**config.mk**
```make
export PLATFORM = sky130hd
export DESIGN_NAME = dvfs_seq
export DESIGN_NICKNAME = d
export VERILOG_FILES = /design/src/rtl/dvfs_pkg.sv /design/src/rtl/dvfs_level_table.sv /design/src/rtl/dvfs_settle_timer.sv /design/src/rtl/dvfs_seq.sv
export SDC_FILE = /design/constraint.sdc
export NUM_CORES = 1
export LEC_CHECK = 0
export ABC_AREA = 0
export BUFFER_PORTS_ARGS = -buffer_cell sky130_fd_sc_hd__buf_2
export CAP_MARGIN = 20
export CORE_MARGIN = 5
export CORE_UTILIZATION = 42
export DETAILED_ROUTE_END_ITERATION = 6
export SYNTH_ARGS = -nofsm -noshare
export SYNTH_HDL_FRONTEND = slang
export SYNTH_SLANG_ARGS = --single-unit
```
**constraint.sdc**
```tcl
create_clock -name clk -period 8.8 [get_ports clk]
set_input_delay 0.44 -clock clk [delete_from_list [all_inputs] [get_ports clk]]
set_output_delay 0.44 -clock clk [all_outputs]
set_load 0.03 [all_outputs]
```
**src/rtl/dvfs_pkg.sv**
```systemverilog
package dvfs_pkg;
  localparam int LVL_W  = 2;
  localparam int DIV_W  = 3;
  localparam int SRC_W  = 2;
  localparam int HALF_W = 16;
  localparam int DIV_LSB = 13;
  localparam int SRC_LSB = 9;

  typedef logic [LVL_W-1:0] lvl_t;

  typedef enum logic {
    SEQ_IDLE  = 1'b0,
    SEQ_DWELL = 1'b1
  } seq_state_t;
endpackage

```
**src/rtl/dvfs_level_table.sv**
```systemverilog
module dvfs_level_table
  import dvfs_pkg::*;
#(
  parameter int NUM_LVL = 4,
  parameter int RATIO_W = 12,
  localparam int CFG_W  = NUM_LVL * HALF_W
) (
  input  logic [CFG_W-1:0]   cfg,
  input  lvl_t               cur_lvl,
  input  logic [RATIO_W-1:0] ratio,
  input  logic               ratio_ok,
  output logic [DIV_W-1:0]   cur_div,
  output logic [SRC_W-1:0]   cur_src,
  output logic               hit,
  output lvl_t               hit_lvl
);
  logic [DIV_W-1:0] div_f [NUM_LVL];
  logic [SRC_W-1:0] src_f [NUM_LVL];
  logic [NUM_LVL-1:0] match;

  // even levels take the upper half of their word, odd levels the lower half
  for (genvar g = 0; g < NUM_LVL; g++) begin : g_lvl
    localparam int BASE = (g / 2) * 2 * HALF_W + (((g % 2) == 0) ? HALF_W : 0);
    assign div_f[g] = cfg[BASE + DIV_LSB +: DIV_W];
    assign src_f[g] = cfg[BASE + SRC_LSB +: SRC_W];
    assign match[g] = ratio_ok && (ratio == RATIO_W'(div_f[g]));
  end

  assign cur_div = div_f[cur_lvl];
  assign cur_src = src_f[cur_lvl];

  // lowest numbered matching level wins
  always_comb begin
    hit     = 1'b0;
    hit_lvl = '0;
    for (int i = NUM_LVL - 1; i >= 0; i--) begin
      if (match[i]) begin
        hit     = 1'b1;
        hit_lvl = lvl_t'(i);
      end
    end
  end
endmodule

```
**src/rtl/dvfs_settle_timer.sv**
```systemverilog
module dvfs_settle_timer #(
  parameter int SPAN = 80,
  localparam int CNT_W = (SPAN > 1) ? $clog2(SPAN) : 1
) (
  input  logic clk,
  input  logic rst_n,
  input  logic start,
  input  logic clear,
  output logic expired
);
  logic [CNT_W-1:0] cnt_q, cnt_d;
  logic             cnt_en;

  always_comb begin
    cnt_en = 1'b1;
    if (start)              cnt_d = CNT_W'(SPAN - 1);
    else if (clear)         cnt_d = '0;
    else if (cnt_q != '0)   cnt_d = cnt_q - 1'b1;
    else begin
      cnt_d  = cnt_q;
      cnt_en = 1'b0;
    end
  end

  always_ff @(posedge clk or negedge rst_n) begin
    if (!rst_n)      cnt_q <= '0;
    else if (cnt_en) cnt_q <= cnt_d;
  end

  assign expired = (cnt_q == '0);
endmodule

```
**src/rtl/dvfs_seq.sv**
```systemverilog
module dvfs_seq
  import dvfs_pkg::*;
#(
  parameter int CYC_PER_MS  = 200000,
  parameter int DWELL_MS    = 20,
  parameter int FAST_MHZ    = 1000,
  parameter int RATE_W      = 12,
  parameter int RESET_LEVEL = 0,
  localparam int DWELL_CYC  = DWELL_MS * CYC_PER_MS,
  localparam int CFG_HALF_PAIR = 2 * HALF_W
) (
  input  logic                     clk,
  input  logic                     rst_n,
  input  logic                     scale_en,
  input  logic [CFG_HALF_PAIR-1:0] cfg_lo_pair,
  input  logic [CFG_HALF_PAIR-1:0] cfg_hi_pair,
  input  logic [2:0]               static_div,
  input  logic [1:0]               static_src,
  input  logic                     req_valid,
  input  logic [RATE_W-1:0]        parent_mhz,
  input  logic [RATE_W-1:0]        target_mhz,
  output logic [1:0]               level,
  output logic [2:0]               act_div,
  output logic [1:0]               act_src,
  output logic                     busy,
  output logic                     done,
  output logic                     err
);
  seq_state_t state_q, state_d;
  lvl_t       lvl_q, lvl_d;
  logic       done_q, done_d, err_q, err_d;
  logic       rec_q, rec_d;
  logic       tmr_start, tmr_clear, tmr_expired;

  logic [RATE_W-1:0] ratio;
  logic              ratio_ok, hit, parent_fast, target_fast, accept;
  lvl_t              hit_lvl;
  logic [DIV_W-1:0]  tbl_div;
  logic [SRC_W-1:0]  tbl_src;

  assign ratio    = (target_mhz != '0) ? (parent_mhz / target_mhz) : '0;
  assign ratio_ok = (target_mhz != '0) && (ratio != '0);
  assign parent_fast = (int'(parent_mhz) >= FAST_MHZ);
  assign target_fast = (int'(target_mhz) >= FAST_MHZ);
  assign accept   = req_valid && (state_q == SEQ_IDLE);

  dvfs_level_table #(.NUM_LVL(4), .RATIO_W(RATE_W)) u_table (
    .cfg      ({cfg_hi_pair, cfg_lo_pair}),
    .cur_lvl  (lvl_q),
    .ratio    (ratio),
    .ratio_ok (ratio_ok),
    .cur_div  (tbl_div),
    .cur_src  (tbl_src),
    .hit      (hit),
    .hit_lvl  (hit_lvl)
  );

  dvfs_settle_timer #(.SPAN(DWELL_CYC)) u_timer (
    .clk     (clk),
    .rst_n   (rst_n),
    .start   (tmr_start),
    .clear   (tmr_clear),
    .expired (tmr_expired)
  );

  // next-state logic
  always_comb begin
    state_d   = state_q;
    lvl_d     = lvl_q;
    rec_d     = rec_q;
    done_d    = 1'b0;
    err_d     = 1'b0;
    tmr_start = 1'b0;
    tmr_clear = 1'b0;
    unique case (state_q)
      SEQ_IDLE: begin
        if (accept) begin
          if (!scale_en || !hit) begin
            err_d = 1'b1;
          end else if (hit_lvl == lvl_q) begin
            done_d = 1'b1;
          end else if (!parent_fast) begin
            lvl_d  = hit_lvl;
            done_d = 1'b1;
          end else begin
            unique case (hit_lvl)
              2'd1: begin
                lvl_d  = 2'd1;
                done_d = 1'b1;
                rec_d  = 1'b1;
                if (lvl_q == 2'd0) tmr_clear = 1'b1;
                else               tmr_start = 1'b1;
              end
              2'd0: begin
                if (!target_fast || (rec_q && tmr_expired)) begin
                  lvl_d     = 2'd0;
                  done_d    = 1'b1;
                  rec_d     = 1'b0;
                  tmr_clear = 1'b1;
                end else begin
                  lvl_d     = 2'd1;
                  rec_d     = 1'b0;
                  tmr_start = 1'b1;
                  state_d   = SEQ_DWELL;
                end
              end
              default: begin
                lvl_d     = hit_lvl;
                done_d    = 1'b1;
                rec_d     = 1'b0;
                tmr_clear = 1'b1;
              end
            endcase
          end
        end
      end
      SEQ_DWELL: begin
        if (tmr_expired) begin
          lvl_d   = 2'd0;
          done_d  = 1'b1;
          state_d = SEQ_IDLE;
        end
      end
      default: state_d = SEQ_IDLE;
    endcase
  end

  // registers
  always_ff @(posedge clk or negedge rst_n) begin
    if (!rst_n) begin
      state_q <= SEQ_IDLE;
      lvl_q   <= lvl_t'(RESET_LEVEL);
      rec_q   <= 1'b0;
      done_q  <= 1'b0;
      err_q   <= 1'b0;
    end else begin
      state_q <= state_d;
      lvl_q   <= lvl_d;
      rec_q   <= rec_d;
      done_q  <= done_d;
      err_q   <= err_d;
    end
  end

  assign level   = lvl_q;
  assign act_div = scale_en ? tbl_div : static_div;
  assign act_src = scale_en ? tbl_src : static_src;
  assign busy    = (state_q == SEQ_DWELL);
  assign done    = done_q;
  assign err     = err_q;
endmodule

```
==> summary.json <==
{
  "synth": {
    "yosysUniqueCellTypes": 80,
    "synth_warnings": 0,
    "syn-instance-count": 712,
    "synthesis.area_per_instance_um2": 8.05,
    "synth_flop_cell": "dfrtp_1",
    "synth_sequential_area_ratio": 0.122,
    "synth-edff-count": 0,
    "seq_cells_post_synth": 28,
    "mappedNetlistArea_um2": 5730,
    "synthArstFlopShare": 1.00,
    "synthesis.nets": 891
  },
  "route": {
    "via_per_inst": 5.59,
    "drt_first_pass_iters": 4,
    "drc": 0,
    "first_iter_violations": 404,
    "ant_nets": 0,
    "totalWireLength_um": 21600,
    "route.detailed.wl_per_inst_um": 17.7,
    "dr_total_vias": 6816
  },
  "sta": {
    "grt_setup_unrepaired": "yes",
    "finalHoldViolCount": 0,
    "min_period_over_period": 2.01,
    "finalClockSkew_ns": 0.00759,
    "clock.fmax_ghz": 0.0564,
    "remaining_max_slew_budget_at_the_tightest_pin": 0.374,
    "setup_viol": 28,
    "fin_hold_ws_ns": 0.202,
    "totalNegativeSetupSlack_ns": -247.84,
    "final-max-slew-violation-count": 0,
    "worst_slew_pin_slew_ns": 0.935,
    "postLayoutSetupSlackWorst_ns": -8.92,
    "timing.final.crit_period_ns": 17.72
  },
  "finish": {
    "nFillCells": 926,
    "layout.cells.non_filler": 1220,
    "design.final.nets": 1224,
    "layout-drive-gt1-share": 0.540,
    "finish.instance_area_um2": 9690,
    "finalCoreUtilization": 0.728,
    "most_frequent_standard_cell_in_the_layout_excluding_fill_and_tap_cells": "buf_4",
    "antenna_cells": 0,
    "area_growth_syn_to_layout_pct": 69.0,
    "mostFrequentLayoutCells": "buf_4, buf_2, nor2_1"
  },
  "placement": {
    "finalWeightedCongestion": 0.915,
    "place.port_buffers": 62,
    "pre_cts_ws_ns": -9.66,
    "dp_hpwl_um": 14700,
    "placed_cells": 1127,
    "placed_area_um2": 7970
  },
  "clock_network": {
    "clock_tree.buffer_depth": 2,
    "cts_sinks": 28,
    "cts_made_buffers": 3,
    "clock_latency_ns": 0.26,
    "root_buffer": "clkbuf_16",
    "clk_transition_reported_paths_ns": 0.07,
    "number_of_h_tree_branching_levels": 1,
    "cts_tree": "done"
  },
  "setup_path": {
    "kind_of_capture_point_of_the_worst_setup_path": "flip-flop",
    "data_required_time_of_the_critical_path_ns": 8.95,
    "worstSetupStartpointType": "input pin",
    "r2r_cells": 11,
    "worstSetupPathDepth": 85,
    "timing.critical_path.slowest_cell_delay_ns": 0.52,
    "cp.buffers_inverters": 13,
    "path_common_cell": "ha_4",
    "critical_path_peak_fanout": 8,
    "crit_family": "compound AO/OA/AOI/OAI gates",
    "worstPathArrival_ns": 17.87,
    "crit_slowest_cell": "or4_1",
    "setup_cp_type": "input pin to flip-flop"
  },
  "global_routing": {
    "grt_pass1_vias": 7031,
    "antenna_found_initial": 0,
    "globalRouteTotalUtil": 0.246,
    "gr-total-overflow": 0,
    "maximum_number_of_pins_on_one_net_before_global_route_repair": 29,
    "global_route_wire_length_before_repair_um": 33500
  },
  "floorplanning": {
    "die_w_um": 127,
    "ios": 107,
    "fp_rows": 42,
    "die_area_um2": 16100,
    "core-area_um2": 13300,
    "die_height_um": 127,
    "initial_core_util": 0.431
  },
  "power_and_ir_drop": {
    "ir_drop_v": 0.0000913,
    "cellLeakagePower_nw": 4.41,
    "cellPowerDensity_nw_per_um2": 106,
    "report.power.total_mw": 1.03
  },
  "min_path": {
    "hold_class": "input pin to async pin"
  },
  "flow_run": {
    "max_cap_viol_count": 0
  },
  "run_status": {
    "outcome": "complete, but fails checks",
    "failed_checks": "setup timing"
  }
}
[power by group]
part	switching [mW]	total (mW)	internal [mW]
clock	0.0441	0.114	0.0697
sequential	0	0.129	0.129
combinational	0.369	0.789	0.420
[per-layer routing]
metal  wire, µm  GRT usage
met1       9460      0.314
met2      10900      0.452
met3        799     0.0202
met4        462     0.0486
met5          0          0
[worst register-to-register path, delay by kind of cell (launching register included)]
kind	cells	cell delay (ns)
simple gates	6	2.45
flops	1	0.39
compound gates	1	0.34
buf+inv	2	0.27
fa+ha+maj	1	0.18
mux	1	0.08
[layout make-up]
class | count | area [µm²] | share of cell area
clock buffer | 4 | 88.8 | 0.00917
inverter | 31 | 120 | 0.0124
multi-input combinational | 622 | 5850 | 0.604
sequential | 28 | 701 | 0.0723
tap | 176 | 220 | 0.0227
timing repair buffer | 359 | 2710 | 0.279
[cells in the mapped netlist (4+ instances only)]
master	number	share of area
mux2_2	25	0.049
dfrtp_1	28	0.12
a21o_1	14	0.018
o21a_1	21	0.028
or4_1	5	0.0066
and4_1	4	0.0061
nand3_1	15	0.013
a211o_1	5	0.0076
nand4_1	4	0.0044
o31ai_1	4	0.0052
o211ai_1	11	0.014
ha_1	82	0.18
a31oi_1	5	0.0055
inv_1	31	0.020
nor4_1	7	0.0076
nor3_1	31	0.027
clkbuf_1	21	0.014
buf_6	4	0.0079
mux4_2	5	0.020
or3_1	11	0.012
a21oi_1	48	0.042
nand2b_1	11	0.012
mux2i_1	20	0.035
and3_1	6	0.0066
o21ai_0	38	0.033
and2_1	9	0.0098
xnor2_1	33	0.050
buf_2	4	0.0035
nand2_1	48	0.031
nor3_2	7	0.012
o21bai_1	6	0.0079
xor2_1	22	0.034
a221oi_1	5	0.0076
nor2_1	53	0.035
[cells by family after synthesis]
| group | Yosys count | share of synthesized area |
|---|---|---|
| adders and majority gates | 82 | 0.179 |
| xor gates and xnor gates | 56 | 0.0869 |
| muxes | 51 | 0.106 |
| buffers and inverters | 63 | 0.0493 |
| and+or+nand+nor | 236 | 0.222 |
| AOI/OAI and AO/OA | 196 | 0.235 |
| DFF | 28 | 0.122 |
[flip-flops by register name, indices dropped and copies added, names as in the netlist]
register	count
level	2
busy	1
rec_q	1
done	1
u_timer.cnt_q	22
err	1
[what timing repair did]
action / CTS / global route
setup buffers: 65 / 20
gates resized for setup: 102 / 77
cloned: 4 / 2
endpoints found under the hold margin: 0 / 0
hold buffers: 0 / 0
setup endpoints to repair: 28 / 28
pin swaps: 72 / 67
[worst paths after layout]
check,end,from,slack (ns)
worst max-delay path,rec_q,target_mhz[11],-8.92
worst min-delay path,u_timer.cnt_q[6],rst_n,0.20
worst max register to register,u_timer.cnt_q[20],u_timer.cnt_q[0],4.97
worst min register to register,rec_q,rec_q,0.52
max in group asynchronous,u_timer.cnt_q[2],rst_n,8.18
min in group clk,err,req_valid,0.43
(Power assumes the default switching activity.)
